### config.mk
export PLATFORM = sky130hd
export DESIGN_NAME = qbio_port_ctrl
export DESIGN_NICKNAME = d
export VERILOG_FILES = /design/src/rtl/qbio_pkg.sv /design/src/rtl/qbio_sync.sv /design/src/rtl/qbio_regfile.sv /design/src/rtl/qbio_pad_ctrl.sv /design/src/rtl/qbio_edge_irq.sv /design/src/rtl/qbio_port_ctrl.sv
export SDC_FILE = /design/constraint.sdc
export NUM_CORES = 1
export LEC_CHECK = 0
export BUFFER_PORTS_ARGS = -buffer_cell sky130_fd_sc_hd__buf_4
export CAP_MARGIN = 20
export CORE_MARGIN = 4
export CORE_UTILIZATION = 47
export CTS_BUF_LIST = sky130_fd_sc_hd__clkbuf_8 sky130_fd_sc_hd__clkbuf_16
export DETAILED_ROUTE_END_ITERATION = 6
export MAX_ROUTING_LAYER = met4
export PLACE_DENSITY = 0.83
export SLEW_MARGIN = 15
export SYNTH_ARGS = -nofsm -noshare
export SYNTH_HDL_FRONTEND = slang
export SYNTH_SLANG_ARGS = --single-unit
export TNS_END_PERCENT = 1
### constraint.sdc
create_clock -name clk -period 0.95 [get_ports clk]
set_input_delay 0 -clock clk [delete_from_list [all_inputs] [get_ports clk]]
set_output_delay 0 -clock clk [all_outputs]
set_load 0.01 [all_outputs]
### src/rtl/qbio_pkg.sv
package qbio_pkg;
    typedef enum logic [1:0] {
        REG_NONE = 2'd0,
        REG_LVL  = 2'd1,
        REG_PULL = 2'd2,
        REG_IEN  = 2'd3
    } reg_kind_e;
endpackage

### src/rtl/qbio_sync.sv
module qbio_sync #(
    parameter int          WIDTH   = 16,
    parameter int          STAGES  = 2,
    parameter logic        RST_VAL = 1'b1
) (
    input  logic             clk,
    input  logic             rst_n,
    input  logic [WIDTH-1:0] async_in,
    output logic [WIDTH-1:0] sync_out
);
    logic [STAGES-1:0][WIDTH-1:0] chain_d, chain_q;

    always_comb begin
        chain_d[0] = async_in;
        for (int s = 1; s < STAGES; s++) begin
            chain_d[s] = chain_q[s-1];
        end
    end

    always_ff @(posedge clk or negedge rst_n) begin
        if (!rst_n) chain_q <= {(STAGES*WIDTH){RST_VAL}};
        else        chain_q <= chain_d;
    end

    assign sync_out = chain_q[STAGES-1];
endmodule

### src/rtl/qbio_regfile.sv
module qbio_regfile
    import qbio_pkg::*;
#(
    parameter int NUM_PORTS = 2,
    parameter int PORT_W    = 8,
    parameter int ADDR_W    = 8,
    parameter int LVL_BASE  = 0,
    parameter int PULL_BASE = 4,
    parameter int IEN_BASE  = 6,
    localparam int NLINES   = NUM_PORTS * PORT_W,
    localparam int PSEL_W   = (NUM_PORTS > 1) ? $clog2(NUM_PORTS) : 1
) (
    input  logic              clk,
    input  logic              rst_n,
    input  logic [ADDR_W-1:0] addr,
    input  logic              wr,
    input  logic [PORT_W-1:0] wdata,
    input  logic              rd,
    output logic [PORT_W-1:0] rdata,
    input  logic [NLINES-1:0] pin_sync,
    output logic [NLINES-1:0] lvl,
    output logic [NLINES-1:0] pull_n,
    output logic [NLINES-1:0] ien
);
    typedef struct packed {
        logic [NLINES-1:0] lvl;
        logic [NLINES-1:0] pull_n;
        logic [NLINES-1:0] ien;
    } regs_t;

    regs_t       regs_d, regs_q;
    reg_kind_e   kind;
    logic [PSEL_W-1:0] psel;

    always_comb begin
        kind = REG_NONE;
        psel = '0;
        for (int p = 0; p < NUM_PORTS; p++) begin
            if (addr == ADDR_W'(LVL_BASE + p)) begin
                kind = REG_LVL;  psel = PSEL_W'(p);
            end
            if (addr == ADDR_W'(PULL_BASE + p)) begin
                kind = REG_PULL; psel = PSEL_W'(p);
            end
            if (addr == ADDR_W'(IEN_BASE + p)) begin
                kind = REG_IEN;  psel = PSEL_W'(p);
            end
        end
    end

    always_comb begin
        regs_d = regs_q;
        if (wr) begin
            unique case (kind)
                REG_LVL:  regs_d.lvl[psel*PORT_W +: PORT_W]    = wdata;
                REG_PULL: regs_d.pull_n[psel*PORT_W +: PORT_W] = wdata;
                REG_IEN:  regs_d.ien[psel*PORT_W +: PORT_W]    = wdata;
                default:  ;
            endcase
        end
    end

    always_ff @(posedge clk or negedge rst_n) begin
        if (!rst_n) begin
            regs_q.lvl    <= '1;
            regs_q.pull_n <= '0;
            regs_q.ien    <= '0;
        end else begin
            regs_q <= regs_d;
        end
    end

    always_comb begin
        rdata = '0;
        if (rd) begin
            unique case (kind)
                REG_LVL:  rdata = pin_sync[psel*PORT_W +: PORT_W];
                REG_PULL: rdata = regs_q.pull_n[psel*PORT_W +: PORT_W];
                REG_IEN:  rdata = regs_q.ien[psel*PORT_W +: PORT_W];
                default:  rdata = '0;
            endcase
        end
    end

    assign lvl    = regs_q.lvl;
    assign pull_n = regs_q.pull_n;
    assign ien    = regs_q.ien;


    unmapped_wr_ignored_chk: assert property (@(posedge clk) disable iff (!rst_n)
        (wr && kind == REG_NONE) |=> $stable(regs_q));


    unmapped_rd_zero_chk: assert property (@(posedge clk) disable iff (!rst_n)
        (rd && kind == REG_NONE) |-> (rdata == '0));


    idle_rd_zero_chk: assert property (@(posedge clk) disable iff (!rst_n)
        !rd |-> (rdata == '0));
endmodule

### src/rtl/qbio_pad_ctrl.sv
module qbio_pad_ctrl #(
    parameter int NLINES = 16
) (
    input  logic              clk,
    input  logic              rst_n,
    input  logic [NLINES-1:0] lvl,
    input  logic [NLINES-1:0] pull_n,
    input  logic              suspend,
    output logic [NLINES-1:0] drive_low,
    output logic [NLINES-1:0] pull_en,
    output logic [NLINES-1:0] hiz,
    output logic [NLINES-1:0] sink_en
);
    for (genvar i = 0; i < NLINES; i++) begin : g_line
        always_comb begin
            drive_low[i] = ~lvl[i];
            pull_en[i]   = lvl[i] & ~pull_n[i];
            hiz[i]       = lvl[i] & pull_n[i];
            sink_en[i]   = ~lvl[i] & ~suspend;
        end
    end


    sink_off_in_suspend_chk: assert property (@(posedge clk) disable iff (!rst_n)
        suspend |-> (sink_en == '0));


    sink_follows_drive_chk: assert property (@(posedge clk) disable iff (!rst_n)
        !suspend |-> (sink_en == drive_low));
endmodule

### src/rtl/qbio_edge_irq.sv
module qbio_edge_irq #(
    parameter int NUM_PORTS = 2,
    parameter int PORT_W    = 8,
    localparam int NLINES   = NUM_PORTS * PORT_W
) (
    input  logic                 clk,
    input  logic                 rst_n,
    input  logic [NLINES-1:0]    level,
    input  logic [NLINES-1:0]    ien,
    output logic [NUM_PORTS-1:0] irq
);
    typedef struct packed {
        logic [NLINES-1:0]    prev;
        logic [NUM_PORTS-1:0] irq;
    } st_t;

    st_t st_d, st_q;
    logic [NLINES-1:0] fall;

    always_comb begin
        fall      = st_q.prev & ~level & ien;
        st_d.prev = level;
        for (int p = 0; p < NUM_PORTS; p++) begin
            st_d.irq[p] = |fall[p*PORT_W +: PORT_W];
        end
    end

    always_ff @(posedge clk or negedge rst_n) begin
        if (!rst_n) begin
            st_q.prev <= '1;
            st_q.irq  <= '0;
        end else begin
            st_q <= st_d;
        end
    end

    assign irq = st_q.irq;

    for (genvar p = 0; p < NUM_PORTS; p++) begin : g_chk

        irq_single_cycle_chk: assert property (@(posedge clk) disable iff (!rst_n)
            irq[p] |=> !irq[p]);

        irq_needs_enable_chk: assert property (@(posedge clk) disable iff (!rst_n)
            irq[p] |-> $past(|ien[p*PORT_W +: PORT_W]));
    end
endmodule

### src/rtl/qbio_port_ctrl.sv
module qbio_port_ctrl #(
    parameter int NUM_PORTS   = 2,
    parameter int PORT_W      = 8,
    parameter int ADDR_W      = 8,
    parameter int SYNC_STAGES = 2,
    parameter int LVL_BASE    = 0,
    parameter int PULL_BASE   = 4,
    parameter int IEN_BASE    = 6,
    localparam int NLINES     = NUM_PORTS * PORT_W
) (
    input  logic                 clk,
    input  logic                 rst_n,
    input  logic [ADDR_W-1:0]    io_addr,
    input  logic                 io_wr,
    input  logic [PORT_W-1:0]    io_wdata,
    input  logic                 io_rd,
    output logic [PORT_W-1:0]    io_rdata,
    input  logic [NLINES-1:0]    pin_in,
    input  logic                 suspend,
    output logic [NLINES-1:0]    pad_drive_low,
    output logic [NLINES-1:0]    pad_pull_en,
    output logic [NLINES-1:0]    pad_hiz,
    output logic [NLINES-1:0]    pad_sink_en,
    output logic [NUM_PORTS-1:0] irq_req
);
    logic [NLINES-1:0] pin_sync, lvl, pull_n, ien;

    qbio_sync #(.WIDTH(NLINES), .STAGES(SYNC_STAGES), .RST_VAL(1'b1)) u_sync (
        .clk(clk), .rst_n(rst_n), .async_in(pin_in), .sync_out(pin_sync)
    );

    qbio_regfile #(
        .NUM_PORTS(NUM_PORTS), .PORT_W(PORT_W), .ADDR_W(ADDR_W),
        .LVL_BASE(LVL_BASE), .PULL_BASE(PULL_BASE), .IEN_BASE(IEN_BASE)
    ) u_regs (
        .clk(clk), .rst_n(rst_n), .addr(io_addr), .wr(io_wr), .wdata(io_wdata),
        .rd(io_rd), .rdata(io_rdata), .pin_sync(pin_sync),
        .lvl(lvl), .pull_n(pull_n), .ien(ien)
    );

    qbio_pad_ctrl #(.NLINES(NLINES)) u_pads (
        .clk(clk), .rst_n(rst_n), .lvl(lvl), .pull_n(pull_n), .suspend(suspend),
        .drive_low(pad_drive_low), .pull_en(pad_pull_en), .hiz(pad_hiz),
        .sink_en(pad_sink_en)
    );

    qbio_edge_irq #(.NUM_PORTS(NUM_PORTS), .PORT_W(PORT_W)) u_irq (
        .clk(clk), .rst_n(rst_n), .level(pin_sync), .ien(ien), .irq(irq_req)
    );

    // exactly one pad mode per line
    for (genvar i = 0; i < NLINES; i++) begin : g_mode_chk
        pad_mode_onehot_chk: assert property (@(posedge clk) disable iff (!rst_n)
            $onehot({pad_drive_low[i], pad_pull_en[i], pad_hiz[i]}));
    end


    lvl_write_lands_chk: assert property (@(posedge clk) disable iff (!rst_n)
        (io_wr && io_addr == ADDR_W'(LVL_BASE))
        |=> (pad_drive_low[PORT_W-1:0] == ~$past(io_wdata)));
endmodule

After elaboration in Yosys (flattened, before gate mapping)
Cells that the tools add are included.

word-level totals
  input bits = 37
  register bits = 98

cells by class
  mux-type cells = 14
  add/subtract/negate cells = 1
  reductions and logical operators = 6
  equality and inequality tests = 8
  shift-type cells = 5
  bitwise logic cells = 84

operator list
  operator                 count
  $and 1x1->1              48
  $bwmux 16                3
  $shiftx 16x5->8          3
  $neg 4->34               1
  $shift 8x34->16 const A  1
  $shiftx 8x34->16         1
  $not 1->1                33
  $and 16x16->16           2
  $eq 8x3->1 const B       4
  $pmux 8 s3               1
  $not 16->16              1
  $reduce_or 8->1          2
  $mux 2                   5
  $eq 8x1->1 const B       1
  $logic_not 8->1          1
  $mux 8                   1
  $reduce_and 2->1         3
  $eq 2x2->1 const B       2
  $mux 1                   4
  $eq 2x1->1 const B       1

Logic depth before layout (Yosys ltp)
  word-level depth = 10
  depth in mapped cells = 6
  depth with buffers taken out = 4

By module
A second synthesis with hierarchy kept.

second synthesis, totals
  cells, all modules = 307
  area, all modules = 4145.2 µm²

by module, submodules not included
  module         times used  cells an instance  area an instance (µm²)  seq. area each (µm²)
  qbio_regfile   1           159                2309.7                  1221.2
  qbio_sync      1           32                 840.8                   840.8
  qbio_edge_irq  1           50                 618.1                   470.5
  qbio_pad_ctrl  1           66                 376.6                   0.0

Worst setup path after synthesis
OpenSTA, ideal clock, no wires.

  path type = in2reg
  start = in io_addr[7]
  end = reg, netlist name u_regs.ien[0]
  cell stages on the path = 6
  data arrival time = 1.340 ns
  slack = -0.515 ns
  cells stage by stage = nor4_4 > nand3b_1 > buf_6 > or3_1 > buf_6 > mux2_4

on the way
  word-level cells in the longest chain between the ends = 9
  elaborated cells on any way between the ends = 21
  those cells by class = 1 x add/sub; 6 x eq/ne; 2 x shift; 10 x mux; 2 x reduce/logical

RTL lines
  element                                                             line                  source
  start, declared                                                     qbio_port_ctrl.sv:13  input logic [ADDR_W-1:0] io_addr,
  parallel branches: the longest is 9 deep, another holds $neg 4->34  --

Several ways; the timed one is not identified.
A chain may end at the register's enable or synchronous reset.

Final worst setup path
  start = reg, netlist name u_regs.pull_n[10]
  end = out io_rdata[2]

on the way
  word-level cells in the longest chain between the ends = 3

RTL lines
  element          line                  source
  $shiftx 16x5->8  qbio_regfile.sv:78    REG_PULL: rdata = regs_q.pull_n[psel*PORT_W +: PORT_W];
  $pmux 8 s3       qbio_regfile.sv:76    unique case (kind)
  $mux 8           qbio_regfile.sv:75    if (rd) begin
  end, declared    qbio_port_ctrl.sv:17  output logic [PORT_W-1:0] io_rdata,

No other way between the ends.

==> results.yml <==
run_status:
  outcome: "finished with violations"
  violations: "setup timing"
cts:
  cts_tree: "built"
  clockRootBuffer: "clkbuf_8"
  cts_max_level: 3
  insertion_delay_ns: 0.36
  clk_pin_slew_ns: 0.09
  cts_buffers: 9
  cts_buffer_depth: 2
  clock-sinks: 98
synth:
  yosysSeqAreaShare_pct: 61.6
  async_flop_share_pct: 100
  syn_inst: 315
  synth_ff_type: "dfstp_2"
  synth_area_per_cell_um2: 13.0
  ys_ff_latch: 98
  synth.area.top_cells: "dfstp_2 41%, dfrtp_1 21%, mux2_2 13%, mux2i_1 3.9%, nor2_1 3.3%"
  synth_edf_count: 0
  synthDistinctLibCells: 26
  synth_area_mm2: 0.00411
  synth.most_common_cell: "dfstp_2"
  yosys.area.top_type: "dfstp_2"
  synth_commonest_cells: "64 x dfstp_2, 48 x mux2_2, 36 x nor2_1, 34 x dfrtp_1, 28 x nand2_1"
  yosysWarnings: 0
  syn-num-nets: 352
  synth_top_area_share_pct: 40.9
sta:
  final-hold-violation-count: 0
  setup_viol: 122
  whs_ns: 0.244
  worst_pin_slew_ns: 0.313
  timing.final.crit_share_pct: 166
  grt_setup_unrepaired: "true"
  fin_crit_ns: 1.58
  timing.fmax_ghz: 0.634
  relSlewSlack_pct: 79.0
  drv_slew: 0
  fin_tns_setup_ns: -28.50
  fin_skew_ns: 0.00985
  worst_slack_ns: -0.627
grt:
  grt_pass1_vias: 3159
  grt_max_degree: 52
  grt_util_all_layers_pct: 21.2
  grt-ovfl-total: 0
  grt_pass1_wl_mm: 16.2
  antenna_found_initial: 0
pwr:
  leakagePower_nw: 3.00
  total_power_mw: 8.55
  powerDensity_mw_per_mm2: 1360
  vdd_drop_max_mv: 0.999
critical_path:
  end_kind: "primary output"
  regToRegEndpoint: "u_regs.pull_n[15]"
  required_ns: 0.95
  criticalPathCategory: "flip-flop to primary output"
  crit_start: "u_regs.pull_n[10]"
  cp_max_fo: 2
  r2r_slack_ns: -0.07
  r2r_start: "u_regs.pull_n[15]"
  reg2reg_depth: 3
  critPathArrivalTime_ns: 1.58
  cp-start-kind: "flip-flop"
  endpoint: "io_rdata[2]"
layout:
  final_nets: 539
  n_fill_cell: 482
  register_area_mm2: 0.00253
  area_growth_pct: 52.5
  multi_input_area_mm2: 0.00163
  drive_gt1_share_pct: 67.7
  layoutNonFillerInstCount: 612
  diodes: 0
detailed_routing:
  drc: 0
  num_vias: 3121
  drtIter0Drc: 175
  wire_per_inst_um: 17.7
  routed_wl_mm: 10.8
  avgViaCountPerCell: 5.10
  antenna_left: 0
  first_pass_iters: 4
die:
  die_area_mm2: 0.0103
  die_y_um: 102
  core-area_mm2: 0.00834
  initial_core_util_pct: 49.3
  die_w_um: 102
  num_rows: 33
  ios: 111
place:
  hpwl_mm: 7.35
  post-place-ws_ns: -0.655
  gp_congestion: 0.922
  numPortBuffers: 110
  place.detailed.instances: 570
flow_run:
  cap_violations: 0
hold_path:
  hold_class: "primary input to async pin"
## worst max-delay path: stages (launching register included)
cell and delay (ns):
dfrtp_1 0.42, mux2_2 0.29, mux2i_1 0.23, o22ai_2 0.12, buf_4 0.16
## final cells by class
type | count | area share [%]
sequential | 98 | 40.4
timing repair buffer | 187 | 27.1
multi-input combinational | 188 | 26.0
clock buffer | 10 | 2.20
tap | 105 | 2.10
clock inverter | 6 | 1.08
inverter | 18 | 1.08
## cells in the final DEF, fill, tap and decap left out, drive strengths merged, types with 8 or more instances in the layout
master | netlist | routed
dfrtp | 34 | 34
o22ai | 16 | 16
dlygate4sd3 | 0 | 25
nor2 | 37 | 37
o21ai | 8 | 8
dfstp | 64 | 64
clkbuf | 5 | 10
buf | 6 | 162
and2 | 16 | 16
inv | 18 | 20
mux2 | 56 | 56
mux2i | 16 | 16
nand2 | 28 | 28
## where the power goes
group / switching [mW] / internal (mW) / leakage (nW)
Clock: 1.41 / 1.30 / 0.104
Combinational: 0.526 / 0.672 / 1.76
Sequential: 0.153 / 4.49 / 1.14
## cell families after synthesis
kind of cell,count (synthesis),share of synthesized area (%)
flops,98,61.6
simple gates,90,11.3
mux,72,20.0
buf+inv,29,3.26
compound gates,26,3.84
## through the flow
| stage | util [%] | area, um2 |
|---|---|---|
| after global routing | 75.2 | 6270 |
| after global placement | 65.3 | 5450 |
| after detailed placement | 65.3 | 5450 |
| after CTS | 73.1 | 6090 |
| final | 75.2 | 6270 |
| after floorplan | - | 4110 |
## repair_timing
action                                  4_1_cts  5_1_grt
pin swaps                                    10        7
hold endpoints to repair                    129        0
gates resized for setup                      58       51
buffers inserted                              0        1
cloned                                        0        0
hold buffers                                 25        0
endpoints found under the setup margin      122      122
## routing by layer
metal / vias to the layer above / GRT usage (%) / wire, um
met5: - / - / 0
met1: 1549 / 26.1 / 4490
met3: 22 / 2.82 / 642
met2: 123 / 35.1 / 5420
li1: 1427 / - / -
met4: 0 / 8.90 / 278
## registers in the layout, indices dropped and copies added (netlist names)
name and cells:
u_regs.lvl 16, u_sync.sync_out 16, u_irq.st_q 16, u_irq.irq 2, u_regs.pull_n 16, u_sync.chain_d 16, u_regs.ien 16
## worst min path at each step
stage	end	slack, ns
after floorplan	u_irq.irq[0]	-0.30
after global placement	u_sync.chain_d[17]	0.1
after detailed placement	u_sync.chain_d[19]	0.1
after CTS	u_sync.chain_d[31]	0.25
after global routing	u_regs.lvl[11]	0.25
final	u_sync.chain_d[31]	0.24
Note: power is estimated with default switching activity, not from simulation.
